`config.mk`:
```
export PLATFORM = sky130hd
export DESIGN_NAME = sync_hunt_rx
export DESIGN_NICKNAME = d
export VERILOG_FILES = /design/src/rtl/shr_pkg.sv /design/src/rtl/shr_hunt_shift.sv /design/src/rtl/shr_char_asm.sv /design/src/rtl/shr_fifo.sv /design/src/rtl/sync_hunt_rx.sv
export SDC_FILE = /design/constraint.sdc
export NUM_CORES = 1
export LEC_CHECK = 0
export CAP_MARGIN = 25
export CORE_MARGIN = 3
export CORE_UTILIZATION = 30
export DETAILED_ROUTE_END_ITERATION = 6
export SLEW_MARGIN = 30
export SYNTH_ARGS = -nofsm -noshare
export SYNTH_HDL_FRONTEND = slang
export SYNTH_SLANG_ARGS = --single-unit
```
`constraint.sdc`:
```
create_clock -name clk -period 2.05 [get_ports clk]
set_input_delay 0.41 -clock clk [delete_from_list [all_inputs] [get_ports clk]]
set_output_delay 0.41 -clock clk [all_outputs]
set_load 0.005 [all_outputs]
```
`src/rtl/shr_pkg.sv`:
```
package shr_pkg;
    localparam int SYNC_MAX = 16;
    localparam int LEN_W    = $clog2(SYNC_MAX + 2);

    typedef enum logic {
        ST_HUNT = 1'b0,
        ST_SYNC = 1'b1
    } rx_state_e;

    // {a,b}: 11 -> 6, 10 -> 8, 01 -> 12, 00 -> 16
    function automatic logic [LEN_W-1:0] sync_len(input logic a, input logic b);
        unique case ({a, b})
            2'b11:   return LEN_W'(6);
            2'b10:   return LEN_W'(8);
            2'b01:   return LEN_W'(12);
            default: return LEN_W'(16);
        endcase
    endfunction
endpackage

```
`src/rtl/shr_hunt_shift.sv`:
```
module shr_hunt_shift
    import shr_pkg::*;
#(
    parameter int PAT_W = SYNC_MAX
) (
    input  logic             clk,
    input  logic             rst_n,
    input  logic             shift_en,
    input  logic             clear,
    input  logic             bit_in,
    input  logic [PAT_W-1:0] pat,
    input  logic [LEN_W-1:0] len,
    output logic             match
);
    logic [PAT_W-1:0] sr_q, sr_nx, mask;
    logic [LEN_W-1:0] fill_q;

    assign sr_nx = {sr_q[PAT_W-2:0], bit_in};

    // Bit i takes part in the compare only below the selected length.
    for (genvar i = 0; i < PAT_W; i++) begin : g_mask
        assign mask[i] = (len > LEN_W'(i));
    end

    assign match = shift_en && ((fill_q + LEN_W'(1)) >= len)
                   && (((sr_nx ^ pat) & mask) == '0);

    always_ff @(posedge clk) begin
        if (!rst_n) begin
            sr_q   <= '0;
            fill_q <= '0;
        end else if (clear) begin
            fill_q <= '0;
        end else if (shift_en) begin
            sr_q <= sr_nx;
            if (fill_q < LEN_W'(PAT_W)) fill_q <= fill_q + LEN_W'(1);
        end
    end
endmodule

```
`src/rtl/shr_char_asm.sv`:
```
module shr_char_asm #(
    parameter int CHAR_W = 8
) (
    input  logic              clk,
    input  logic              rst_n,
    input  logic              bit_en,
    input  logic              clear,
    input  logic              bit_in,
    output logic              push,
    output logic [CHAR_W-1:0] push_data
);
    localparam int CNT_W = $clog2(CHAR_W);

    logic [CHAR_W-2:0] chr_q;
    logic [CNT_W-1:0]  cnt_q;

    assign push      = bit_en && (cnt_q == CNT_W'(CHAR_W - 1));
    assign push_data = {chr_q, bit_in};

    always_ff @(posedge clk) begin
        if (!rst_n || clear) begin
            cnt_q <= '0;
            chr_q <= '0;
        end else if (bit_en) begin
            chr_q <= push_data[CHAR_W-2:0];
            cnt_q <= push ? '0 : cnt_q + CNT_W'(1);
        end
    end
endmodule

```
`src/rtl/shr_fifo.sv`:
```
module shr_fifo #(
    parameter int WIDTH = 8,
    parameter int DEPTH = 4
) (
    input  logic             clk,
    input  logic             rst_n,
    input  logic             push,
    input  logic [WIDTH-1:0] push_data,
    input  logic             pop,
    output logic [WIDTH-1:0] head,
    output logic             not_empty,
    output logic             full
);
    localparam int PTR_W = $clog2(DEPTH);
    localparam int CNT_W = $clog2(DEPTH + 1);

    logic [WIDTH-1:0] mem [DEPTH];
    logic [PTR_W-1:0] wr_q, rd_q;
    logic [CNT_W-1:0] cnt_q;
    logic             do_wr, do_rd;

    assign full      = (cnt_q == CNT_W'(DEPTH));
    assign not_empty = (cnt_q != '0);
    assign head      = mem[rd_q];
    assign do_wr     = push && !full;
    assign do_rd     = pop && not_empty;

    function automatic logic [PTR_W-1:0] bump(input logic [PTR_W-1:0] p);
        return (p == PTR_W'(DEPTH - 1)) ? '0 : p + PTR_W'(1);
    endfunction

    always_ff @(posedge clk) begin
        if (do_wr) mem[wr_q] <= push_data;
    end

    always_ff @(posedge clk) begin
        if (!rst_n) begin
            wr_q  <= '0;
            rd_q  <= '0;
            cnt_q <= '0;
        end else begin
            if (do_wr) wr_q <= bump(wr_q);
            if (do_rd) rd_q <= bump(rd_q);
            cnt_q <= cnt_q + CNT_W'(do_wr) - CNT_W'(do_rd);
        end
    end
endmodule

```
`src/rtl/sync_hunt_rx.sv`:
```
module sync_hunt_rx
    import shr_pkg::*;
#(
    parameter int PAT_W  = SYNC_MAX,
    parameter int CHAR_W = 8,
    parameter int DEPTH  = 4
) (
    input  logic              clk,
    input  logic              rst_n,
    input  logic              rx_bit,
    input  logic              rx_en,
    input  logic [PAT_W-1:0]  sync_pat,
    input  logic              len_a,
    input  logic              len_b,
    input  logic              hunt_cmd,
    input  logic              rd_en,
    output logic [CHAR_W-1:0] rd_data,
    output logic              rd_valid,
    output logic              hunting,
    output logic              overrun
);
    rx_state_e         state_q, state_d;
    logic              match, shift_en, asm_en;
    logic              push;
    logic [CHAR_W-1:0] push_data;
    logic              fifo_full;

    // Next-state process
    always_comb begin
        state_d = state_q;
        if (hunt_cmd) begin
            state_d = ST_HUNT;
        end else begin
            unique case (state_q)
                ST_HUNT: if (match) state_d = ST_SYNC;
                ST_SYNC: state_d = ST_SYNC;
            endcase
        end
    end

    // State register
    always_ff @(posedge clk) begin
        if (!rst_n) state_q <= ST_HUNT;
        else        state_q <= state_d;
    end

    // Outputs and datapath enables
    always_comb begin
        hunting  = (state_q == ST_HUNT);
        shift_en = rx_en && !hunt_cmd && (state_q == ST_HUNT);
        asm_en   = rx_en && !hunt_cmd && (state_q == ST_SYNC);
    end

    shr_hunt_shift #(.PAT_W(PAT_W)) u_hunt (
        .clk      (clk),
        .rst_n    (rst_n),
        .shift_en (shift_en),
        .clear    (hunt_cmd),
        .bit_in   (rx_bit),
        .pat      (sync_pat),
        .len      (sync_len(len_a, len_b)),
        .match    (match)
    );

    shr_char_asm #(.CHAR_W(CHAR_W)) u_asm (
        .clk       (clk),
        .rst_n     (rst_n),
        .bit_en    (asm_en),
        .clear     (hunt_cmd),
        .bit_in    (rx_bit),
        .push      (push),
        .push_data (push_data)
    );

    shr_fifo #(.WIDTH(CHAR_W), .DEPTH(DEPTH)) u_fifo (
        .clk       (clk),
        .rst_n     (rst_n),
        .push      (push),
        .push_data (push_data),
        .pop       (rd_en),
        .head      (rd_data),
        .not_empty (rd_valid),
        .full      (fifo_full)
    );

    always_ff @(posedge clk) begin
        if (!rst_n)                overrun <= 1'b0;
        else if (push && fifo_full) overrun <= 1'b1;
    end
endmodule

```
==> results of run 1 <==
what timing repair did:
action / 4_1_cts / 5_1_grt
resized for setup: 14 / 14
endpoints found under the setup margin: 10 / 11
pin swaps: 5 / 5
how the worst max path moves through the flow:
stage	cells past startpoint	end	startpoint
finish	9	u_fifo.cnt_q[2]	u_fifo.cnt_q[2]
global route	9	u_fifo.cnt_q[2]	u_fifo.cnt_q[2]
CTS	9	u_fifo.cnt_q[2]	u_fifo.cnt_q[0]
detailed placement	9	state_q	len_a
global placement	9	state_q	len_a
floorplan	9	u_fifo.cnt_q[2]	u_fifo.cnt_q[2]
through the flow:
| step | worst slack (ns) | hold WS, ns | total power, uW |
|---|---|---|---|
| 3_3_place_gp | -0.218 | 0.473 | 2260 |
| 5_1_grt | -0.0286 | 0.511 | 3740 |
| 3_5_place_dp | -0.292 | 0.486 | 2270 |
| 6_report | 0.0324 | 0.491 | 3550 |
| 2_1_floorplan | 0.0119 | 0.455 | 1960 |
| 4_1_cts | 0.00403 | 0.498 | 3530 |
sequential cells by signal, indices dropped and copies added (netlist names), named ones only:
register / count
overrun: 1
u_asm.chr_q: 7
u_hunt.fill_q: 5
u_hunt.sr_q: 15
u_fifo.cnt_q: 3
u_asm.cnt_q: 3
u_fifo.rd_q: 2
u_fifo.mem: 32
state_q: 1
u_fifo.wr_q: 2
synthesized netlist by cell type (2+ instances only):
master / count
nand3_1: 4
clkbuf_1: 6
o21ai_0: 4
xnor2_1: 7
ha_1: 20
a21oi_1: 14
nor2b_1: 4
mux2i_1: 2
mux4_2: 8
xor2_1: 17
nand2_1: 50
a21boi_0: 17
or3_1: 2
nor3b_1: 3
and2_1: 7
nor3_1: 2
inv_1: 14
buf_2: 2
o32ai_1: 2
edfxtp_1: 32
nor2_1: 13
dfxtp_1: 41
cells by family (layout without fill, tap and decap cells):
logic type                 Yosys count  count (layout)  synth area share (%)
AOI/OAI and AO/OA                   42              42                  8.85
xor gates and xnor gates            24              24                  6.35
adders and majority gates           21              21                  8.17
buffers and inverters               24              97                  3.02
DFF                                 73              73                  53.8
muxes                               10              10                  6.05
and+or+nand+nor                     94              94                  13.7
area by class of cell:
| class | instances | area (sq um) | share of cell area (%) |
|---|---|---|---|
| repair buffers | 67 | 649 | 14.9 |
| well taps | 136 | 170 | 3.90 |
| inverters | 14 | 55.1 | 1.26 |
| flip-flops and latches | 73 | 1790 | 40.9 |
| multi-input cells | 191 | 1480 | 34.0 |
| clock inverters | 6 | 91.3 | 2.09 |
| clock buffers | 10 | 128 | 2.93 |
tightest hold or removal path, delay by kind of cell, from the launching register on:
kind            cells  cell delay [ns]
flops               1             0.33
compound gates      1             0.06
simple gates        1             0.06
power breakdown:
| group | internal, uW | switching, uW |
|---|---|---|
| clock | 689 | 546 |
| combinational | 401 | 318 |
| sequential | 1560 | 32.5 |
layer usage:
layer / share of wire (%) / vias up / wire length, um / global-route usage (%)
li1: - / 1133 / - / -
met1: 46 / 1059 / 2910 / 13.0
met2: 49 / 47 / 3130 / 19.0
met3: 4.7 / 4 / 297 / 3.28
met4: 0.44 / 0 / 28 / 3.57
met5: 0 / - / 0 / 0
==> metrics.txt, run 1 <==
run status completed; cell row count 37; routed wire length 6360 um; setup bufs post-CTS 0; Layout Cells excl Fill 497; Hold Crit Class register to register; CP required 2.29 ns; n_diodes 0; top_reg_cell synth dfxtp_1; area share of the largest cell type after synthesis 29.0%; total CTS buffers 9; TritonRoute pass-1 iters 5; cell total after placement 481; GR Util All Layers 11.0%; post-DP HPWL 4700 um; Final Slew Violations 0; post-synth top area cell edfxtp_1; Net Count, Synth 333; critical path class register to register; largest net degree at the start of global routing 24; cell count after synthesis 288; slowest stage delay, CP 0.40 ns; R2R setup slack 0.03 ns; post-route cell area 0.00436 sq mm; CP Cell Sequence or3_4, nand2_4, inv_4, ha_4, inv_2, ha_4, fa_2, xnor2_2, and2_1; vias per inst 4.51; Reg clk slew, reported paths 0.08 ns; TritonCTS Sinks 73; drt wl/cell 12.8 um; worst slew pin tran 0.279 ns; max-cap violations 0; num ports 35; CP arrival 2.26 ns; Clock Latency Late Sink 0.34 ns; clk_skew 0.00847 ns; WP buf/inv 2; CTS Hold Bufs 0; I/O Buffers 34; vias in the first global route 2,406; Hold Fails Final Rpt 0; Die W 111 um; CP Launch Type register; most frequent cells in the layout nand2_1, dfxtp_1, edfxtp_1; CTS tree yes; cell family with most CP delay adder cells; CORE AREA 0.0105 sq mm; CP Max Fanout 2; Filler Cells Inserted 987; Period minus WS final 2.02 ns; total grt overflow 0; setup TNS after final layout 0 ns; slowest cell on the critical path or3_4; syn_area_per_cell 11.5 sq um; first-pass GRT wire length 11,000 um; Post-synth EDFFs 32; fmax 496 MHz; leakage power 0.00161 uW; Worst setup EP type register; Slew headroom 81.2%; RSZ-0062 raised after global routing true; hold path start u_hunt.sr_q[1]; CTS H-tree depth 3; Yosys cell types 39; Seq cells post-synth 73; fin crit share 98.4%; Routed Antenna Nets 0; layout cell share with drive strength beyond 1 20.2%; final setup fails 0; height of the die 111 um; Nets 401; placed cell areas 0.00409 sq mm; Area contributors post-synth edfxtp_1, dfxtp_1, ha_1, nand2_1, mux4_2; final core occ 41.5%; DRC violation total after the first TritonRoute iteration 83; Mapped Area 0.00331 sq mm; Worst Hold Depth 2; Via Count 2,243; Hold Crit Endpoint u_hunt.sr_q[2]; synth warn 0; worst vdd ir 0.339 mV; DIE AREA 0.0123 sq mm; asr flop ratio synth 0%; Starting Density 31.5%; Area growth, synth to finish 31.8%; GPL Wtd Cong 0.763; most common cell after layout, fill and taps aside nand2_1; antenna violations before repair 0; FF-to-FF End u_fifo.cnt_q[2]; DRC viols 0; clk buf depth 2; R2R Path Start u_fifo.cnt_q[2]; pwr/cell area 813 mW/mm^2; post-synthesis sequential area ratio 53.8%; Clock Tree Root clkbuf_8; Worst R2R Path Depth 9; cell mode on critical path ha_4
No activity file was read; power rests on OpenSTA's default activity.
==> inputs of run 2 (changes only) <==
==> constraint.sdc (replaced) <==
create_clock -name clk -period 1.8 [get_ports clk]
set_input_delay 0.36 -clock clk [delete_from_list [all_inputs] [get_ports clk]]
set_output_delay 0.36 -clock clk [all_outputs]
set_load 0.005 [all_outputs]
==> run 2 against run 1 <==
Compared with the run above:
- the flow now finishes with violations (setup timing)
- worst hold slack lost 0.011 ns
- critical path depth is the same
- fmax grew 1.4%
- setup slack worse by 0.22 ns
- sequential share of layout area down 1.1 points
- first-iteration DRC count up 13%
- clock power is 4% higher
- power up 12%
- combinational power increased by 25%
- largest cell class unchanged
==> metrics.txt, run 2 (same netlist as run 1, synthesis figures left out) <==
run status complete, but fails checks; failing checks setup timing; Slew headroom 79.6%; Reg clk slew, reported paths 0.08 ns; worst slew pin tran 0.304 ns; Worst R2R Path Depth 9; Hold Crit Class register to register; Clock Tree Root clkbuf_8; critical path class register to register; Worst Hold Depth 2; Nets 411; clk_skew 0.00965 ns; Hold Fails Final Rpt 0; post-DP HPWL 4730 um; leakage power 0.00169 uW; num ports 35; Tot Pwr 3990 uW; Die W 111 um; max FFs per register 32; layout cell share with drive strength beyond 1 30.2%; Filler Cells Inserted 973; most common cell after layout, fill and taps aside nand2_1; Most flops, register u_fifo.mem; CP Launch Type register; most frequent cells in the layout nand2_1, dfxtp_1, buf_4, edfxtp_1, clkdlybuf4s50_1; min setup slack post-route -0.190 ns; CTS tree yes; clk buf depth 2; vias in the first global route 2,342; first-pass GRT wire length 11,400 um; Clock Latency Late Sink 0.34 ns; Worst setup EP type register; Via Count 2,237; I/O Buffers 34; DRC viols 0; vias per inst 4.41; hold slack 0.480 ns; total grt overflow 0; Period minus WS final 1.99 ns; DIE AREA 0.0123 sq mm; final setup fails 9; TritonCTS Sinks 73; CTS H-tree depth 3; GR Util All Layers 11.6%; total CTS buffers 9; DRC violation total after the first TritonRoute iteration 94; fin crit share 111%; cell row count 37; Area growth, synth to finish 35.7%; largest net degree at the start of global routing 24; CP arrival 2.23 ns; antenna violations before repair 0; Starting Density 31.5%; drt wl/cell 13.1 um; worst vdd ir 0.484 mV; routed wire length 6650 um; CP Max Fanout 2; GPL Wtd Cong 0.782; max-cap violations 0; Routed Antenna Nets 0; CP required 2.04 ns; Top Registers u_fifo.mem x32, u_hunt.sr_q x15, u_asm.chr_q x7; CORE AREA 0.0105 sq mm; RSZ-0062 raised after global routing true; pwr/cell area 888 mW/mm^2; Final Slew Violations 0; height of the die 111 um; n_diodes 0; fmax 503 MHz; TritonRoute pass-1 iters 4
[run 2: cell count changes in the layout (fill, tap and decap cells not counted), sizes merged]
cell | previous run | this run
buf | 33 | 50
clkdlybuf4s15 | 8 | 0
clkdlybuf4s50 | 25 | 22
clkbuf | 10 | 12
clkinv | 0 | 2
dlymetal6s2s | 0 | 2
bufinv | 2 | 1
clkinvlp | 3 | 2
[run 2: final timing paths]
kind | from | to | slack [ns]
worst max-delay path | u_fifo.cnt_q[2] | u_fifo.cnt_q[2] | -0.19
worst min-delay path | u_hunt.sr_q[14] | u_hunt.sr_q[14] | 0.48
worst max register to register | u_fifo.cnt_q[2] | u_fifo.cnt_q[2] | -0.19
worst min register to register | u_hunt.sr_q[14] | u_hunt.sr_q[14] | 0.48
[run 2: metal layers]
metal / global-route usage [%] / part of all wire, % / vias up
met5: 0 / 0 / -
met4: 3.41 / 0.77 / 0
met3: 3.17 / 3.3 / 4
met2: 19.7 / 51 / 32
met1: 14.3 / 45 / 1053
li1: - / - / 1148
[run 2: timing repair]
action | in CTS | in global routing
setup endpoints to repair | 14 | 43
pin swaps | 7 | 6
buffers inserted | 4 | 2
hold buffers | 0 | 0
resized for setup | 48 | 30
[run 2: critical path: stages (launching register included)]
cell	delay (ns)
dfxtp_2	0.33
or3_4	0.40
nand2_4	0.08
inv_4	0.04
ha_4	0.26
inv_4	0.03
ha_4	0.15
fa_2	0.33
xnor2_1	0.12
and2_1	0.15
[run 2: cell type report]
type	count	area, sq um	area share [%]
Timing Repair Buffer	77	719	16.0
Multi-Input combinational cell	191	1560	34.7
Sequential cell	73	1790	39.9
Clock buffer	10	128	2.84
Inverter	14	57.6	1.28
Clock inverter	6	67.6	1.51
Tap cell	136	170	3.79
[run 2: stage by stage]
step	utilization [%]	setup slack, ns	TNS, ns	std cells	area [sq um]
2_1_floorplan	-	-0.236	-0.430	288	3320
3_3_place_gp	39.3	-0.409	-12.70	485	4130
3_5_place_dp	39.3	-0.448	-14.00	485	4130
4_1_cts	41.7	-0.192	-0.993	505	4380
5_1_grt	42.7	-0.256	-1.46	507	4490
6_report	42.7	-0.190	-0.680	507	4490
[run 2: report_power, final]
group / internal (uW) / total, uW / leakage, uW / switching [uW]
sequential: 1780 / 1810 / 0.000659 / 34.5
combinational: 512 / 899 / 0.000936 / 387
clock: 646 / 1280 / 0.0000929 / 632
==> inputs of run 3 (changes only) <==
--- a/config.mk
+++ b/config.mk
@@ -7,7 +7,7 @@
 export LEC_CHECK = 0
 export CAP_MARGIN = 25
 export CORE_MARGIN = 3
-export CORE_UTILIZATION = 30
+export CORE_UTILIZATION = 28
 export DETAILED_ROUTE_END_ITERATION = 6
 export SLEW_MARGIN = 30
 export SYNTH_ARGS = -nofsm -noshare
==> run 3 against run 2 <==
Compared with the run above:
- the flow still finishes with violations (setup timing)
- largest cell class unchanged
- critical path type unchanged
- clock power up 52%
- sequential share of layout area down 0.76 points
- first-iteration DRC count increased by 50%
- register-to-register slack is essentially flat
- fmax increased by 0.31%
==> metrics.txt, run 3 (same netlist as run 1, synthesis figures left out) <==
TritonRoute pass-1 iters 4; slowest cell on the critical path or3_4; CTS H-tree depth 3; RSZ-0062 raised after global routing true; TritonCTS Sinks 73; run status complete, but fails checks; fmax 504 MHz; cell total after placement 489; clk buf depth 2; vias per inst 4.45; first-pass GRT wire length 11,200 um; CP Max Fanout 2; DRC viols 0; Layout Cells excl Fill 515; final setup fails 9; Most flops, register u_fifo.mem; Die W 115 um; leakage power 0.00174 uW; CORE AREA 0.0115 sq mm; CP Cell Sequence or3_4, nand2_4, inv_4, ha_4, inv_2, ha_4, fa_2, xnor2_1, and2_1; Clock Latency Late Sink 0.33 ns; Slew headroom 80.5%; most frequent cells in the layout nand2_1, dfxtp_1, edfxtp_1; n_diodes 0; routed wire length 6970 um; vias in the first global route 2,305; CTS Hold Bufs 0; Nets 412; CP required 2.03 ns; Hold Fails Final Rpt 0; critical path class register to register; worst slew pin tran 0.292 ns; DRC violation total after the first TritonRoute iteration 141; Clock Tree Root clkbuf_16; GR Util All Layers 11.1%; num ports 35; max FFs per register 32; cell row count 39; clk_skew 0.00519 ns; Final Slew Violations 0; Routed Antenna Nets 0; cell family with most CP delay adder cells; total grt overflow 0; post-route cell area 0.00459 sq mm; CP arrival 2.21 ns; max-cap violations 0; antenna violations before repair 0; largest net degree at the start of global routing 24; CTS tree yes; I/O Buffers 34; GPL Wtd Cong 0.763; post-DP HPWL 4860 um; height of the die 115 um; placed cell areas 0.00410 sq mm; worst vdd ir 0.587 mV; Filler Cells Inserted 1,067; cell mode on critical path ha_4; fin crit share 110%; Starting Density 28.9%; Via Count 2,290; layout cell share with drive strength beyond 1 28.8%; pre-CTS WS -0.440 ns; Hold Crit Class register to register; Top Registers u_fifo.mem x32, u_hunt.sr_q x15, u_asm.chr_q x7; slowest stage delay, CP 0.40 ns; total CTS buffers 9; most common cell after layout, fill and taps aside nand2_1; drt wl/cell 13.5 um; WP buf/inv 2; Area growth, synth to finish 38.7%; failing checks setup timing; min setup slack post-route -0.184 ns; Reg clk slew, reported paths 0.06 ns; Worst setup EP type register; CP Launch Type register; pwr/cell area 1010 mW/mm^2; Period minus WS final 1.98 ns; DIE AREA 0.0132 sq mm
==> run 3: cell count changes in the layout (fill, tap and decap cells not counted), sizes merged, moves of 2 or more <==
cell / before / now
buf: 50 / 52
clkbuf: 12 / 10
dlygate4sd2: 1 / 3
clkinvlp: 2 / 0
==> run 3: final cells by class <==
cell class / count / area, sq um / area share (%)
Clock buffer: 10 / 229 / 4.99
Multi-Input combinational cell: 191 / 1520 / 33.1
Timing Repair Buffer: 78 / 722 / 15.7
Sequential cell: 73 / 1790 / 39.1
Inverter: 14 / 55.1 / 1.20
Tap cell: 143 / 179 / 3.90
Clock inverter: 6 / 91.3 / 1.99
==> run 3: final timing paths <==
check / from / endpoint / slack [ns] / cells past startpoint
max: u_fifo.cnt_q[2] / u_fifo.cnt_q[2] / -0.18 / 9
min: u_hunt.sr_q[7] / u_hunt.sr_q[7] / 0.49 / 2
max reg2reg: u_fifo.cnt_q[2] / u_fifo.cnt_q[2] / -0.18 / 9
min reg2reg: u_hunt.sr_q[7] / u_hunt.sr_q[7] / 0.49 / 2
==> run 3: routing by layer <==
| metal | global-route usage, % | vias up | routed length, um |
|---|---|---|---|
| li1 | - | 1151 | - |
| met1 | 12.9 | 1097 | 3060 |
| met2 | 18.6 | 32 | 3540 |
| met3 | 3.96 | 10 | 261 |
| met4 | 4.46 | 0 | 114 |
| met5 | 0 | - | 0 |
==> run 3: what timing repair did <==
| action | 4_1_cts | 5_1_grt |
|---|---|---|
| setup buffers | 4 | 6 |
| gates cloned | 0 | 0 |
| resized for setup | 50 | 25 |
| setup endpoints to repair | 13 | 43 |
| pin swaps | 8 | 9 |
==> run 3: through the flow <==
step | hold WS [ns] | power (uW) | util [%] | setup TNS (ns)
final | 0.488 | 4660 | 40.0 | -0.652
after CTS | 0.492 | 4670 | 38.9 | -1.08
after floorplan | 0.455 | 2240 | - | -0.430
after detailed placement | 0.483 | 2600 | 35.8 | -13.75
after global routing | 0.510 | 4880 | 40.0 | -1.27
after global placement | 0.474 | 2580 | 35.8 | -13.37
==> run 3: worst reg2reg max path, stage by stage (launching register included) <==
cell and delay, ns:
dfxtp_2 0.32, or3_4 0.40, nand2_4 0.09, inv_4 0.04, ha_4 0.25, inv_2 0.04
ha_4 0.15, fa_2 0.33, xnor2_1 0.13, and2_1 0.14
==> run 3: power breakdown <==
part | leakage [uW] | internal [uW] | switching [uW]
Sequential | 0.000659 | 1780 | 34.4
Combinational | 0.000925 | 526 | 385
Clock | 0.000157 | 1220 | 713
